## src/rtl/smb_pkg.sv

```systemverilog
package smb_pkg;
  typedef logic [7:0] byte_t;

  typedef enum logic [2:0] {
    ST_IDLE, ST_ADDR, ST_ADDR_ACK, ST_WR, ST_WR_ACK, ST_RD, ST_RD_ACK
  } bus_st_e;

  // read/write register table, entry i at bits [8*i +: 8]
  localparam int NUM_RW   = 14;
  localparam int IDX_CFG  = 0;
  localparam int IDX_RATE = 1;
  localparam int IDX_CONS = 13;
  localparam int TMO_EN_BIT = 7;

  localparam logic [NUM_RW*8-1:0] RD_MAP = {
    8'h22, 8'h21, 8'h20, 8'h19, 8'h14, 8'h13, 8'h12,
    8'h11, 8'h08, 8'h07, 8'h06, 8'h05, 8'h04, 8'h03};
  localparam logic [NUM_RW*8-1:0] WR_MAP = {
    8'h22, 8'h21, 8'h20, 8'h19, 8'h14, 8'h13, 8'h12,
    8'h11, 8'h0E, 8'h0D, 8'h0C, 8'h0B, 8'h0A, 8'h09};
  localparam logic [NUM_RW*8-1:0] RST_MAP = {
    8'h01, 8'h0A, 8'h55, 8'h55, 8'h00, 8'h00, 8'h00,
    8'h00, 8'h00, 8'h55, 8'h00, 8'h55, 8'h08, 8'h00};

  localparam byte_t ADR_LOCAL   = 8'h00;
  localparam byte_t ADR_RHI     = 8'h01;
  localparam byte_t ADR_STAT    = 8'h02;
  localparam byte_t ADR_RLO     = 8'h10;
  localparam byte_t ADR_ONESHOT = 8'h0F;
  localparam byte_t ADR_MFG     = 8'hFE;
  localparam byte_t ADR_REV     = 8'hFF;
  localparam byte_t VAL_MFG     = 8'h41;
  localparam byte_t VAL_REV     = 8'h57;
endpackage

```

## src/rtl/smb_line_sync.sv

```systemverilog
module smb_line_sync #(
  parameter int STAGES = 2
) (
  input  logic clk_i,
  input  logic rst_ni,
  input  logic d_i,
  output logic q_o,
  output logic rise_o,
  output logic fall_o
);
  logic [STAGES-1:0] sh_q;
  logic              last_q;

  always_ff @(posedge clk_i or negedge rst_ni) begin
    if (!rst_ni) begin
      sh_q   <= '1;
      last_q <= 1'b1;
    end else begin
      sh_q   <= {sh_q[STAGES-2:0], d_i};
      last_q <= sh_q[STAGES-1];
    end
  end

  assign q_o    = sh_q[STAGES-1];
  assign rise_o = q_o & ~last_q;
  assign fall_o = ~q_o & last_q;
endmodule

```

## src/rtl/smb_idle_timer.sv

```systemverilog
module smb_idle_timer #(
  parameter int TIMEOUT_CYC = 1250000
) (
  input  logic clk_i,
  input  logic rst_ni,
  input  logic en_i,
  input  logic busy_i,
  input  logic activity_i,
  output logic expire_o
);
  localparam int CW = $clog2(TIMEOUT_CYC + 1);
  localparam logic [CW-1:0] LIMIT = CW'(TIMEOUT_CYC);

  logic [CW-1:0] cnt_q;

  always_ff @(posedge clk_i or negedge rst_ni) begin
    if (!rst_ni)                  cnt_q <= '0;
    else if (!busy_i || activity_i) cnt_q <= '0;
    else if (cnt_q != LIMIT)      cnt_q <= cnt_q + 1'b1;
  end

  assign expire_o = en_i && busy_i && (cnt_q == LIMIT);
endmodule

```

## src/rtl/smb_bus_fsm.sv

```systemverilog
module smb_bus_fsm
  import smb_pkg::*;
#(
  parameter logic [6:0] TARGET_ADDR = 7'h4C
) (
  input  logic  clk_i,
  input  logic  rst_ni,
  input  logic  scl_rise_i,
  input  logic  scl_fall_i,
  input  logic  sda_i,
  input  logic  start_i,
  input  logic  stop_i,
  input  logic  tmo_i,
  input  byte_t rd_data_i,
  output logic  pull_o,
  output logic  wr_valid_o,
  output logic  wr_first_o,
  output byte_t wr_data_o,
  output logic  idle_o,
  output logic  rd_active_o
);
  bus_st_e    st_q;
  logic [3:0] cnt_q;
  byte_t      sh_q;
  logic [6:0] tx_q;
  logic       pull_q, rw_q, first_q, wr_valid_q;

  always_ff @(posedge clk_i or negedge rst_ni) begin
    if (!rst_ni) begin
      st_q       <= ST_IDLE;
      cnt_q      <= '0;
      sh_q       <= '0;
      tx_q       <= '0;
      pull_q     <= 1'b0;
      rw_q       <= 1'b0;
      first_q    <= 1'b0;
      wr_valid_q <= 1'b0;
    end else begin
      wr_valid_q <= 1'b0;
      if (tmo_i) begin
        st_q   <= ST_IDLE;
        pull_q <= 1'b0;
      end else if (start_i) begin
        st_q   <= ST_ADDR;
        cnt_q  <= '0;
        pull_q <= 1'b0;
      end else if (stop_i) begin
        st_q   <= ST_IDLE;
        pull_q <= 1'b0;
      end else begin
        case (st_q)
          ST_ADDR: begin
            if (scl_rise_i) begin
              sh_q  <= {sh_q[6:0], sda_i};
              cnt_q <= cnt_q + 1'b1;
            end else if (scl_fall_i && cnt_q == 4'd8) begin
              if (sh_q[7:1] == TARGET_ADDR) begin
                pull_q <= 1'b1;
                rw_q   <= sh_q[0];
                st_q   <= ST_ADDR_ACK;
              end else begin
                st_q <= ST_IDLE;
              end
            end
          end
          ST_ADDR_ACK: begin
            if (scl_fall_i) begin
              cnt_q <= '0;
              if (rw_q) begin
                tx_q   <= rd_data_i[6:0];
                pull_q <= ~rd_data_i[7];
                st_q   <= ST_RD;
              end else begin
                pull_q  <= 1'b0;
                first_q <= 1'b1;
                st_q    <= ST_WR;
              end
            end
          end
          ST_WR: begin
            if (scl_rise_i) begin
              sh_q  <= {sh_q[6:0], sda_i};
              cnt_q <= cnt_q + 1'b1;
            end else if (scl_fall_i && cnt_q == 4'd8) begin
              pull_q     <= 1'b1;
              wr_valid_q <= 1'b1;
              st_q       <= ST_WR_ACK;
            end
          end
          ST_WR_ACK: begin
            if (scl_fall_i) begin
              pull_q  <= 1'b0;
              cnt_q   <= '0;
              first_q <= 1'b0;
              st_q    <= ST_WR;
            end
          end
          ST_RD: begin
            if (scl_rise_i) begin
              cnt_q <= cnt_q + 1'b1;
            end else if (scl_fall_i) begin
              if (cnt_q == 4'd8) begin
                pull_q <= 1'b0;
                st_q   <= ST_RD_ACK;
              end else begin
                pull_q <= ~tx_q[6];
                tx_q   <= {tx_q[5:0], 1'b0};
              end
            end
          end
          ST_RD_ACK: begin
            if (scl_rise_i) begin
              if (sda_i) st_q <= ST_IDLE;  // controller NACK
            end else if (scl_fall_i) begin
              tx_q   <= rd_data_i[6:0];
              pull_q <= ~rd_data_i[7];
              cnt_q  <= '0;
              st_q   <= ST_RD;
            end
          end
          default: ;
        endcase
      end
    end
  end

  assign pull_o      = pull_q;
  assign wr_valid_o  = wr_valid_q;
  assign wr_first_o  = first_q;
  assign wr_data_o   = sh_q;
  assign idle_o      = (st_q == ST_IDLE);
  assign rd_active_o = (st_q == ST_RD) || (st_q == ST_RD_ACK);
endmodule

```

## src/rtl/smb_regs.sv

```systemverilog
module smb_regs
  import smb_pkg::*;
(
  input  logic  clk_i,
  input  logic  rst_ni,
  input  logic  wr_valid_i,
  input  logic  wr_first_i,
  input  byte_t wr_data_i,
  input  byte_t local_temp_i,
  input  byte_t remote_hi_i,
  input  byte_t status_i,
  input  byte_t remote_lo_i,
  output byte_t rd_data_o,
  output byte_t ptr_o,
  output logic  oneshot_o,
  output logic  tmo_en_o,
  output byte_t cfg_o,
  output byte_t conv_rate_o
);
  byte_t                 ptr_q;
  logic [NUM_RW*8-1:0]   regs_q;
  logic [NUM_RW-1:0]     wr_hit, rd_hit;
  logic                  oneshot_q;
  logic                  data_wr;

  assign data_wr = wr_valid_i & ~wr_first_i;

  for (genvar i = 0; i < NUM_RW; i++) begin : g_map
    assign wr_hit[i] = data_wr && (ptr_q == WR_MAP[8*i +: 8]);
    assign rd_hit[i] = (ptr_q == RD_MAP[8*i +: 8]);
  end

  always_ff @(posedge clk_i or negedge rst_ni) begin
    if (!rst_ni) begin
      ptr_q     <= '0;
      regs_q    <= RST_MAP;
      oneshot_q <= 1'b0;
    end else begin
      if (wr_valid_i && wr_first_i) ptr_q <= wr_data_i;
      for (int i = 0; i < NUM_RW; i++)
        if (wr_hit[i]) regs_q[8*i +: 8] <= wr_data_i;
      oneshot_q <= data_wr && (ptr_q == ADR_ONESHOT);
    end
  end

  always_comb begin
    rd_data_o = '0;
    case (ptr_q)
      ADR_LOCAL: rd_data_o = local_temp_i;
      ADR_RHI:   rd_data_o = remote_hi_i;
      ADR_STAT:  rd_data_o = status_i;
      ADR_RLO:   rd_data_o = remote_lo_i;
      ADR_MFG:   rd_data_o = VAL_MFG;
      ADR_REV:   rd_data_o = VAL_REV;
      default:   ;
    endcase
    for (int i = 0; i < NUM_RW; i++)
      if (rd_hit[i]) rd_data_o = regs_q[8*i +: 8];
  end

  assign ptr_o       = ptr_q;
  assign oneshot_o   = oneshot_q;
  assign tmo_en_o    = regs_q[8*IDX_CONS + TMO_EN_BIT];
  assign cfg_o       = regs_q[8*IDX_CFG +: 8];
  assign conv_rate_o = regs_q[8*IDX_RATE +: 8];
endmodule

```

## src/rtl/smb_reg_target.sv

```systemverilog
module smb_reg_target
  import smb_pkg::*;
#(
  parameter logic [6:0] TARGET_ADDR = 7'h4C,
  parameter int TIMEOUT_CYC = 1250000,
  parameter int SYNC_STAGES = 2
) (
  input  logic       clk_i,
  input  logic       rst_ni,
  input  logic       scl_i,
  input  logic       sda_i,
  output logic       sda_pull_o,
  input  logic [7:0] local_temp_i,
  input  logic [7:0] remote_hi_i,
  input  logic [7:0] status_i,
  input  logic [7:0] remote_lo_i,
  output logic       oneshot_o,
  output logic [7:0] cfg_o,
  output logic [7:0] conv_rate_o
);
  logic  scl_s, scl_rise, scl_fall;
  logic  sda_s, sda_rise, sda_fall;
  logic  start, stop, tmo, tmo_en;
  logic  eng_idle, rd_active, wr_valid, wr_first;
  byte_t wr_data, rd_data, ptr;

  smb_line_sync #(.STAGES(SYNC_STAGES)) u_scl_sync (
    .clk_i, .rst_ni, .d_i(scl_i), .q_o(scl_s), .rise_o(scl_rise), .fall_o(scl_fall));

  smb_line_sync #(.STAGES(SYNC_STAGES)) u_sda_sync (
    .clk_i, .rst_ni, .d_i(sda_i), .q_o(sda_s), .rise_o(sda_rise), .fall_o(sda_fall));

  assign start = sda_fall & scl_s;
  assign stop  = sda_rise & scl_s;

  smb_idle_timer #(.TIMEOUT_CYC(TIMEOUT_CYC)) u_timer (
    .clk_i, .rst_ni,
    .en_i(tmo_en),
    .busy_i(~eng_idle),
    .activity_i(scl_rise | scl_fall | sda_rise | sda_fall),
    .expire_o(tmo));

  smb_bus_fsm #(.TARGET_ADDR(TARGET_ADDR)) u_fsm (
    .clk_i, .rst_ni,
    .scl_rise_i(scl_rise), .scl_fall_i(scl_fall), .sda_i(sda_s),
    .start_i(start), .stop_i(stop), .tmo_i(tmo),
    .rd_data_i(rd_data),
    .pull_o(sda_pull_o), .wr_valid_o(wr_valid), .wr_first_o(wr_first),
    .wr_data_o(wr_data), .idle_o(eng_idle), .rd_active_o(rd_active));

  smb_regs u_regs (
    .clk_i, .rst_ni,
    .wr_valid_i(wr_valid), .wr_first_i(wr_first), .wr_data_i(wr_data),
    .local_temp_i, .remote_hi_i, .status_i, .remote_lo_i,
    .rd_data_o(rd_data), .ptr_o(ptr), .oneshot_o, .tmo_en_o(tmo_en),
    .cfg_o, .conv_rate_o);
endmodule


```

## config.mk

```make
export PLATFORM = sky130hd
export DESIGN_NAME = smb_reg_target
export DESIGN_NICKNAME = d
export VERILOG_FILES = /design/src/rtl/smb_pkg.sv /design/src/rtl/smb_line_sync.sv /design/src/rtl/smb_idle_timer.sv /design/src/rtl/smb_bus_fsm.sv /design/src/rtl/smb_regs.sv /design/src/rtl/smb_reg_target.sv
export SDC_FILE = /design/constraint.sdc
export NUM_CORES = 1
export LEC_CHECK = 0
export CAP_MARGIN = 20
export CELL_PAD_IN_SITES_DETAIL_PLACEMENT = 1
export CELL_PAD_IN_SITES_GLOBAL_PLACEMENT = 1
export CORE_UTILIZATION = 45
export CTS_CLUSTER_DIAMETER = 80
export DETAILED_ROUTE_END_ITERATION = 12
export PLACE_DENSITY_LB_ADDON = 0.1
export SLEW_MARGIN = 25
export SYNTH_ARGS = -nofsm -noshare
export SYNTH_HDL_FRONTEND = slang
export SYNTH_HIERARCHICAL = 1
export SYNTH_SLANG_ARGS = --single-unit
```

## constraint.sdc

```tcl
create_clock -name clk_i -period 3.3 [get_ports clk_i]
set_clock_uncertainty 0.1 [all_clocks]
set_input_delay 0.825 -clock clk_i [delete_from_list [all_inputs] [get_ports clk_i]]
set_output_delay 0.825 -clock clk_i [all_outputs]
set_load 0.01 [all_outputs]
```

== Yosys cells after proc, flatten, opt, wreduce, memory -nomap -nowiden ==
Cells that the tools add are included.
Cells by class
  add/sub/neg operators: 2
  $mul: 0
  div/mod/pow operators: 0
  magnitude comparators: 0
  equality and inequality tests: 62
  shifts and indexed selects: 0
  mux-type cells: 75
  bitwise operators: 22
  reduce and logical (&&, ||, !) cells: 37
Operators with widths (number)
  8-bit two-way mux: 14
  8-bit by 4-bit equality test with 1-bit output (second input constant): 8
  7-bit two-way mux: 7
  8-bit by 5-bit equality test with 1-bit output (second input constant): 6
  3-bit two-way mux: 16
  8-bit case mux with 6 select lines: 1
  21-bit two-way mux: 2
  5-bit != test (second input constant): 8
  8-bit by 3-bit equality test with 1-bit output (second input constant): 4
  8-bit by 6-bit equality test with 1-bit output (second input constant): 3
  1-bit two-way mux: 24
  12-bit AND reduction: 2
  21-bit by 1-bit adder with 21-bit output (second input constant): 1
  21-bit equality test (second input constant): 1
  21-bit != test (second input constant): 1
  7-bit case mux with 3 select lines: 1
  4-bit two-way mux: 5
  5-bit by 4-bit != test with 1-bit output (second input constant): 4
  1-bit logical AND: 19
  2-bit != test (second input constant): 9
  3-bit case mux with 6 select lines: 1
  8-bit by 2-bit equality test with 1-bit output (second input constant): 2
  8-bit equality test (second input constant): 2
  7-bit AND reduction: 2
  other kinds (29): 55
Storage, ports and cells
  register bits: 174
  latch bits: 0
  RAM bits: 0
  memory bits (read-only): 0
  input port bits: 36
  output and inout port bits: 18
  logic and storage cells: 227
  memories: 0

== Longest topological paths before layout ==
Gate-level depths: netlist of the first run.
  word-level depth: 23
  mapped depth: 13

== Modules after synthesis ==
Netlist of the first run, hierarchy kept.
Modules (own cells, without submodules)
  smb_regs: instances 1, cells each 593, area each 6693.9 sq um
  smb_bus_fsm: instances 1, cells each 152, area each 1547.7 sq um
  smb_idle_timer: instances 1, cells each 127, area each 1207.4 sq um
  smb_line_sync: instances 2, cells each 5, area each 93.8 sq um
  smb_reg_target: instances 1, cells each 4, area each 25.0 sq um

== Worst setup path after synthesis of the first run ==
Ideal clock, no wire load.
  path kind: register to register
  start: register u_regs.ptr_q[7] (netlist: u_regs/ptr_o[7])
  end: register u_fsm.tx_q[2]
  setup time: 128 ps
  arrival: 2422 ps
  required time: 3072 ps
  slack: 651 ps
  stages on the path, launching flop included: 9
  period minus slack after synthesis: 2649 ps
  cell sequence: dfrtp_1 or4b_4 buf_6 or3_1 o221ai_1 o21ai_1 a2bb2oi_1 mux2_2 mux2_1
On the way
  word-level cells in the longest chain between the ends: 19
RTL lines
  from (decl): RTL line smb_regs.sv:20  | byte_t ptr_q;
  from (signal assigned): RTL line smb_regs.sv:39  | if (wr_valid_i && wr_first_i) ptr_q <= wr_data_i;
  8-bit equality test (tied with other cells): RTL line smb_regs.sv:48  | case (ptr_q)
  8-bit case mux with 6 select lines: RTL line smb_regs.sv:48
  8-bit two-way mux (13 in series): RTL line smb_regs.sv:58  | if (rd_hit[i]) rd_data_o = regs_q[8*i +: 8];
  8-bit two-way mux *: RTL line smb_regs.sv:58
  via rd_data[2]: RTL line smb_reg_target.sv:25  | byte_t wr_data, rd_data, ptr;
  7-bit two-way mux, on equally long branches: RTL line smb_bus_fsm.sv:114, smb_bus_fsm.sv:69
  7-bit two-way mux, on equally long branches: RTL line smb_bus_fsm.sv:112, smb_bus_fsm.sv:67
  7-bit case mux with 3 select lines *: RTL line smb_bus_fsm.sv:51  | case (st_q)
  to (signal assigned): RTL line smb_bus_fsm.sv:70  | tx_q <= rd_data_i[6:0];
  to (signal assigned): RTL line smb_bus_fsm.sv:107  | tx_q <= {tx_q[5:0], 1'b0};
  to (signal assigned): RTL line smb_bus_fsm.sv:115  | tx_q <= rd_data_i[6:0];
  to (decl): RTL line smb_bus_fsm.sv:25  | logic [6:0] tx_q;
The timed path passes the listed nets; every way through them passes the cells marked *. The select of a mux whose other input is x is not followed.
A chain may end at the register's enable or synchronous reset.

== Worst setup path in the final report of the first run ==
  start: register u_regs.ptr_q[0] (netlist: u_regs/ptr_o[0])
  end: register u_fsm.tx_q[3]
Same word-level chain as after synthesis.

==> results_dict.tcl, run 1 <==
set metrics [dict create \
    vias 7606 \
    min_period_over_period_pct 95.7 \
    placed_area_mm2 0.0105 \
    maxCapViolations 0 \
    antenna_found_initial 1 \
    syn_avg_cell_area_um2 10.9 \
    multi_input_area_mm2 0.00474 \
    rr_startpoint "u_regs/ptr_o[0]$_DFFE_PN0P_" \
    first_iter_violations 441 \
    n_fill_cell 2262 \
    regArea_mm2 0.00439 \
    num-nets-final 985 \
    max_slew_margin_pct 29.3 \
    grt_start_max_net_pins 62 \
    place_hpwl_mm 21.8 \
    postCtsHoldBufs 0 \
    cp_max_fo 12 \
    wl_met3_mm 1.48 \
    finalMaxSlewViolations 0 \
    worstSetupPathType "reg -> reg" \
    yosys_warnings 6 \
    rows 53 \
    grt_pass1_wl_mm 48.3 \
    insertion_delay_ns 0.45 \
    tightest_slew_ns 1.06 \
    total_leakage_power_uw 0.00472 \
    die_w_um 148 \
    synth_cells 885 \
    synth_nets 925 \
    wl_per_cell_um 24.8 \
    root_buffer "clkbuf_16" \
    viasPerCell 6.17 \
    fin_ws_ns 0.143 \
    setup_viol 0 \
    cts.repair.resized 0 \
    cts_sinks 174 \
    io_buffers 53 \
    cp-startpoint "u_regs/ptr_o[0]$_DFFE_PN0P_" \
    antenna_cells 0 \
    rsz0062_at_grt "false" \
    period_needed_ns 3.16 \
    wl_mm 30.6 \
    whs_ns 0.241 \
    arrival_ns 3.39 \
    grt_overflow 0 \
    post-route-util_pct 52.7 \
    ant_nets 0 \
    initial_core_util_pct 45.9 \
    hold_viol 0 \
    place_ws_ns 0.122 \
    path_clk_slew_ns 0.07 \
    synth_area_mm2 0.00966 \
    cts_made_buffers 17 \
    finish.instance_area_mm2 0.0111 \
    wl_met2_mm 15.2 \
    cts_setup_buffers 0 \
    grt_pass1_vias 8134 \
    track_usage_pct 29.4 \
    route.detailed.drc 0 \
    clock_path_buffers 2 \
    required_ns 3.53 \
    end_kind "flip-flop" \
    m1WireLength_mm 12.9 \
    hold_path.class "in -> async" \
    peakVddDrop_mv 0.299 \
    htreeDepth 4 \
    finalSetupTns_ns 0 \
    ios 54 \
    drive_above_1_share_pct 30.5 \
    die_h_um 148 \
    setup.worst_path.start_class "flip-flop" \
    max_freq_mhz 317 \
    routed.top_layer "met4" \
    die_area_mm2 0.0220 \
    status "completed" \
    core_mm2 0.0210 \
    gp_congestion 0.913 \
    power_density_mw_per_mm2 410 \
    area_growth_pct 14.6 \
    drtPass1Iterations 5 \
    cts_tree "yes" \
]
==> metrics by stage <==
| stage | power (uW) | std cells |
|---|---|---|
| 4_1_cts | 4570 | 1232 |
| 6_report | 4540 | 1232 |
| 3_5_place_dp | 2500 | 1201 |
| 3_3_place_gp | 2490 | 1201 |
| 5_1_grt | 4680 | 1232 |
| 2_1_floorplan | 2320 | 885 |
==> layout make-up <==
| class | count | share of cell area [%] |
|---|---|---|
| multi-input combinational | 627 | 42.8 |
| sequential | 174 | 39.6 |
| timing repair buffer | 105 | 8.44 |
| clock buffer | 20 | 4.13 |
| tap | 275 | 3.11 |
| clock inverter | 11 | 1.21 |
| inverter | 20 | 0.678 |
==> final timing paths <==
| kind | end | slack (ns) | cells after the start |
|---|---|---|---|
| setup / recovery | u_fsm/tx_q[3]$_DFFE_PN0P_ | 0.14 | 9 |
| hold / removal | u_fsm/cnt_q[1]$_DFFE_PN0P_ | 0.24 | 1 |
| min in group clk_i | u_sda_sync/sh_q[1]$_DFF_PN1_ | 0.26 | 0 |
| hold reg to reg | u_sda_sync/sh_q[1]$_DFF_PN1_ | 0.26 | 0 |
| setup reg to reg | u_fsm/tx_q[3]$_DFFE_PN0P_ | 0.14 | 9 |
| max in group asynchronous | u_scl_sync/sh_q[0]$_DFF_PN1_ | 1.99 | 2 |
==> where the power goes <==
group / total [uW] / leakage, uW / internal [uW] / switching (uW)
Clock: 2070 / 0.000281 / 1160 / 912
Sequential: 2220 / 0.00230 / 2150 / 67.3
Combinational: 243 / 0.00214 / 94.3 / 148
Total: 4540 / 0.00472 / 3410 / 1130
==> cells in the final DEF, fill, tap and decap left out, drive strengths merged, types with 7 or more instances in the layout <==
cell type and n:
dfrtp 148, mux2 141, nor2 71, o21ai 54, buf 53, clkdlybuf4s50 52, nand2 50, a21oi 48
dfstp 26, nor3 23, mux2i 22, inv 22, clkbuf 20, nand3 20, nand4 12, nand2b 11
o22ai 10, o31ai 9, nor2b 9, or3 9, and2 8, a22oi 7, a211oi 7, or4 7
==> worst max-delay path, stage by stage (launching register included) <==
cell	delay [ns]
dfrtp_1	0.53
buf_4	0.28
nor4b_2	0.43
nand2_1	0.30
o22ai_1	0.28
a2111oi_0	0.10
a211oi_1	0.33
o31ai_1	0.13
mux2_2	0.27
mux2_1	0.29
==> metal layers <==
layer | global-route usage [%] | up-vias
met5 | 0 | -
met4 | 11.9 | 0
met1 | 37.7 | 3904
met2 | 48.9 | 250
met3 | 5.46 | 75
li1 | - | 3377
==> flip-flops by register name (all words and copies together) (netlist names), 2 cells and up <==
name	flops
u_sda_sync/sh_q	2
u_fsm/wr_data_o	8
u_regs/regs_q	112
u_fsm/cnt_q	4
u_fsm/st_q	3
u_timer/cnt_q	21
u_scl_sync/sh_q	2
u_fsm/tx_q	7
u_regs/ptr_o	8
Note: power is estimated with default switching activity, not from simulation.
==> run 2, diff against run 1 <==
- CELL_PAD_IN_SITES_DETAIL_PLACEMENT: 1 -> default
- CELL_PAD_IN_SITES_GLOBAL_PLACEMENT: 1 -> default
- PLACE_DENSITY_LB_ADDON: 0.1 -> default
- SKIP_CTS_REPAIR_TIMING: default -> 1
- clock period: 3.3 -> 3.9 ns (I/O delays scaled with it)
==> results_dict.tcl, run 2 (same netlist as run 1, synthesis figures left out) <==
set metrics [dict create \
    initial_core_util_pct 45.9 \
    core_mm2 0.0210 \
    fin_cells 1206 \
    area_growth_pct 12.6 \
    final_cell_mix "147 x dfrtp_1, 132 x mux2_2, 59 x nor2_1, 52 x clkdlybuf4s50_1, 48 x a21oi_1" \
    ios 54 \
    cpPeakStageDelay_ns 0.82 \
    insertion_delay_ns 0.44 \
    cts_made_buffers 17 \
    die_area_mm2 0.0220 \
    cts_sinks 174 \
    path_clk_slew_ns 0.08 \
    min_period_over_period_pct 80.4 \
    drtPass1Iterations 5 \
    grt_start_max_net_pins 70 \
    place_ws_ns 0.727 \
    cts_tree "yes" \
    largest_reg_flops 112 \
    root_buffer "clkbuf_16" \
    reg_top3 "u_regs/regs_q: 112 flops, u_timer/cnt_q: 21 flops" \
    rows 53 \
    period_needed_ns 3.14 \
    ant_nets 0 \
    tightest_slew_ns 0.887 \
    wl_mm 26.9 \
    power_density_mw_per_mm2 348 \
    first_iter_violations 574 \
    hold_viol 0 \
    setup_viol 0 \
    cp_top_family "simple AND/OR/NAND/NOR gates" \
    drive_above_1_share_pct 28.5 \
    clock_path_buffers 2 \
    multi_input_area_mm2 0.00473 \
    cp_cell_sequence "nor2b_1 > a31oi_1 > o311a_1 > nor4_1 > a2bb2oi_1 > mux2_2 > mux2_1" \
    worstSetupPathType "reg -> reg" \
    dp.cells 1174 \
    fin_ws_ns 0.764 \
    peakVddDrop_mv 0.265 \
    regMostFlops "u_regs/regs_q" \
    cp_max_fo 32 \
    antenna_found_initial 0 \
    n_fill_cell 1873 \
    total_leakage_power_uw 0.00458 \
    htreeDepth 4 \
    finalSetupTns_ns 0 \
    whs_ns 0.259 \
    grt_overflow 0 \
    die_h_um 148 \
    regArea_mm2 0.00439 \
    gp_congestion 0.969 \
    io_buffers 53 \
    hold_path.class "reg -> reg" \
    status "completed" \
    viasPerCell 6.00 \
    path_buf_inv 0 \
    antenna_cells 0 \
    vias 7239 \
    max_slew_margin_pct 40.9 \
    setup.worst_path.start_class "flip-flop" \
    maxCapViolations 0 \
    power_uw 3780 \
    arrival_ns 3.42 \
    critPathSlowestCell "dfrtp_2" \
    finalMaxSlewViolations 0 \
    grt_pass1_wl_mm 42.5 \
    die_w_um 148 \
    max_freq_mhz 319 \
    grt_pass1_vias 7226 \
    wl_per_cell_um 22.3 \
    end_kind "flip-flop" \
    num-nets-final 958 \
    rsz0062_at_grt "false" \
    layout_commonest_cell "dfrtp_1" \
    route.detailed.drc 0 \
    required_ns 4.18 \
    place_hpwl_mm 18.6 \
    track_usage_pct 25.7 \
]
==> run 2: cell types whose count changed in the layout (fill, tap and decap cells not counted), sizes merged <==
cell / change
clkbuf: -2
clkinv: +4
inv: +4
bufinv: -2
buf: -27
clkinvlp: -3
==> run 2: worst paths after layout <==
path                                               from                            end  slack [ns]  cells past startpoint
min                        u_scl_sync/sh_q[0]$_DFF_PN1_   u_scl_sync/sh_q[1]$_DFF_PN1_        0.26                      0
max reg2reg                 u_regs/ptr_o[1]$_DFFE_PN0P_      u_fsm/tx_q[2]$_DFFE_PN0P_        0.76                      7
min in group asynchronous                        rst_ni   u_timer/cnt_q[6]$_DFFE_PN0P_        0.43                      1
max                         u_regs/ptr_o[1]$_DFFE_PN0P_      u_fsm/tx_q[2]$_DFFE_PN0P_        0.76                      7
max in group asynchronous                        rst_ni  u_regs/regs_q[80]$_DFFE_PN1P_        2.42                      2
min reg2reg                u_scl_sync/sh_q[0]$_DFF_PN1_   u_scl_sync/sh_q[1]$_DFF_PN1_        0.26                      0
==> run 2: report_power, final <==
part	total [uW]	switching, uW	internal, uW
Sequential	1900	75.5	1820
Clock	1720	856	866
Combinational	165	90.5	74.8
Total	3780	1020	2760
==> run 2: cell type report <==
class | count | area share [%]
repair buffers | 78 | 6.73
clock inverters | 14 | 1.57
well taps | 275 | 3.17
flip-flops and latches | 174 | 40.4
multi-input cells | 627 | 43.5
inverters | 20 | 0.691
clock buffers | 18 | 3.95
==> run 2: metal layers <==
metal	vias to the layer above	GRT usage, %	part of all wire (%)
li1	3308	-	-
met1	3601	35.1	45
met2	268	39.7	46
met3	62	4.82	5.6
met4	0	11.2	3.6
met5	-	0	0
==> run 2: metrics by stage <==
step | cell area [um2] | util [%]
2_1_floorplan | 9660 | -
3_3_place_gp | 10300 | 48.8
3_5_place_dp | 10300 | 48.8
4_1_cts | 10900 | 51.7
5_1_grt | 10900 | 51.7
6_report | 10900 | 51.7
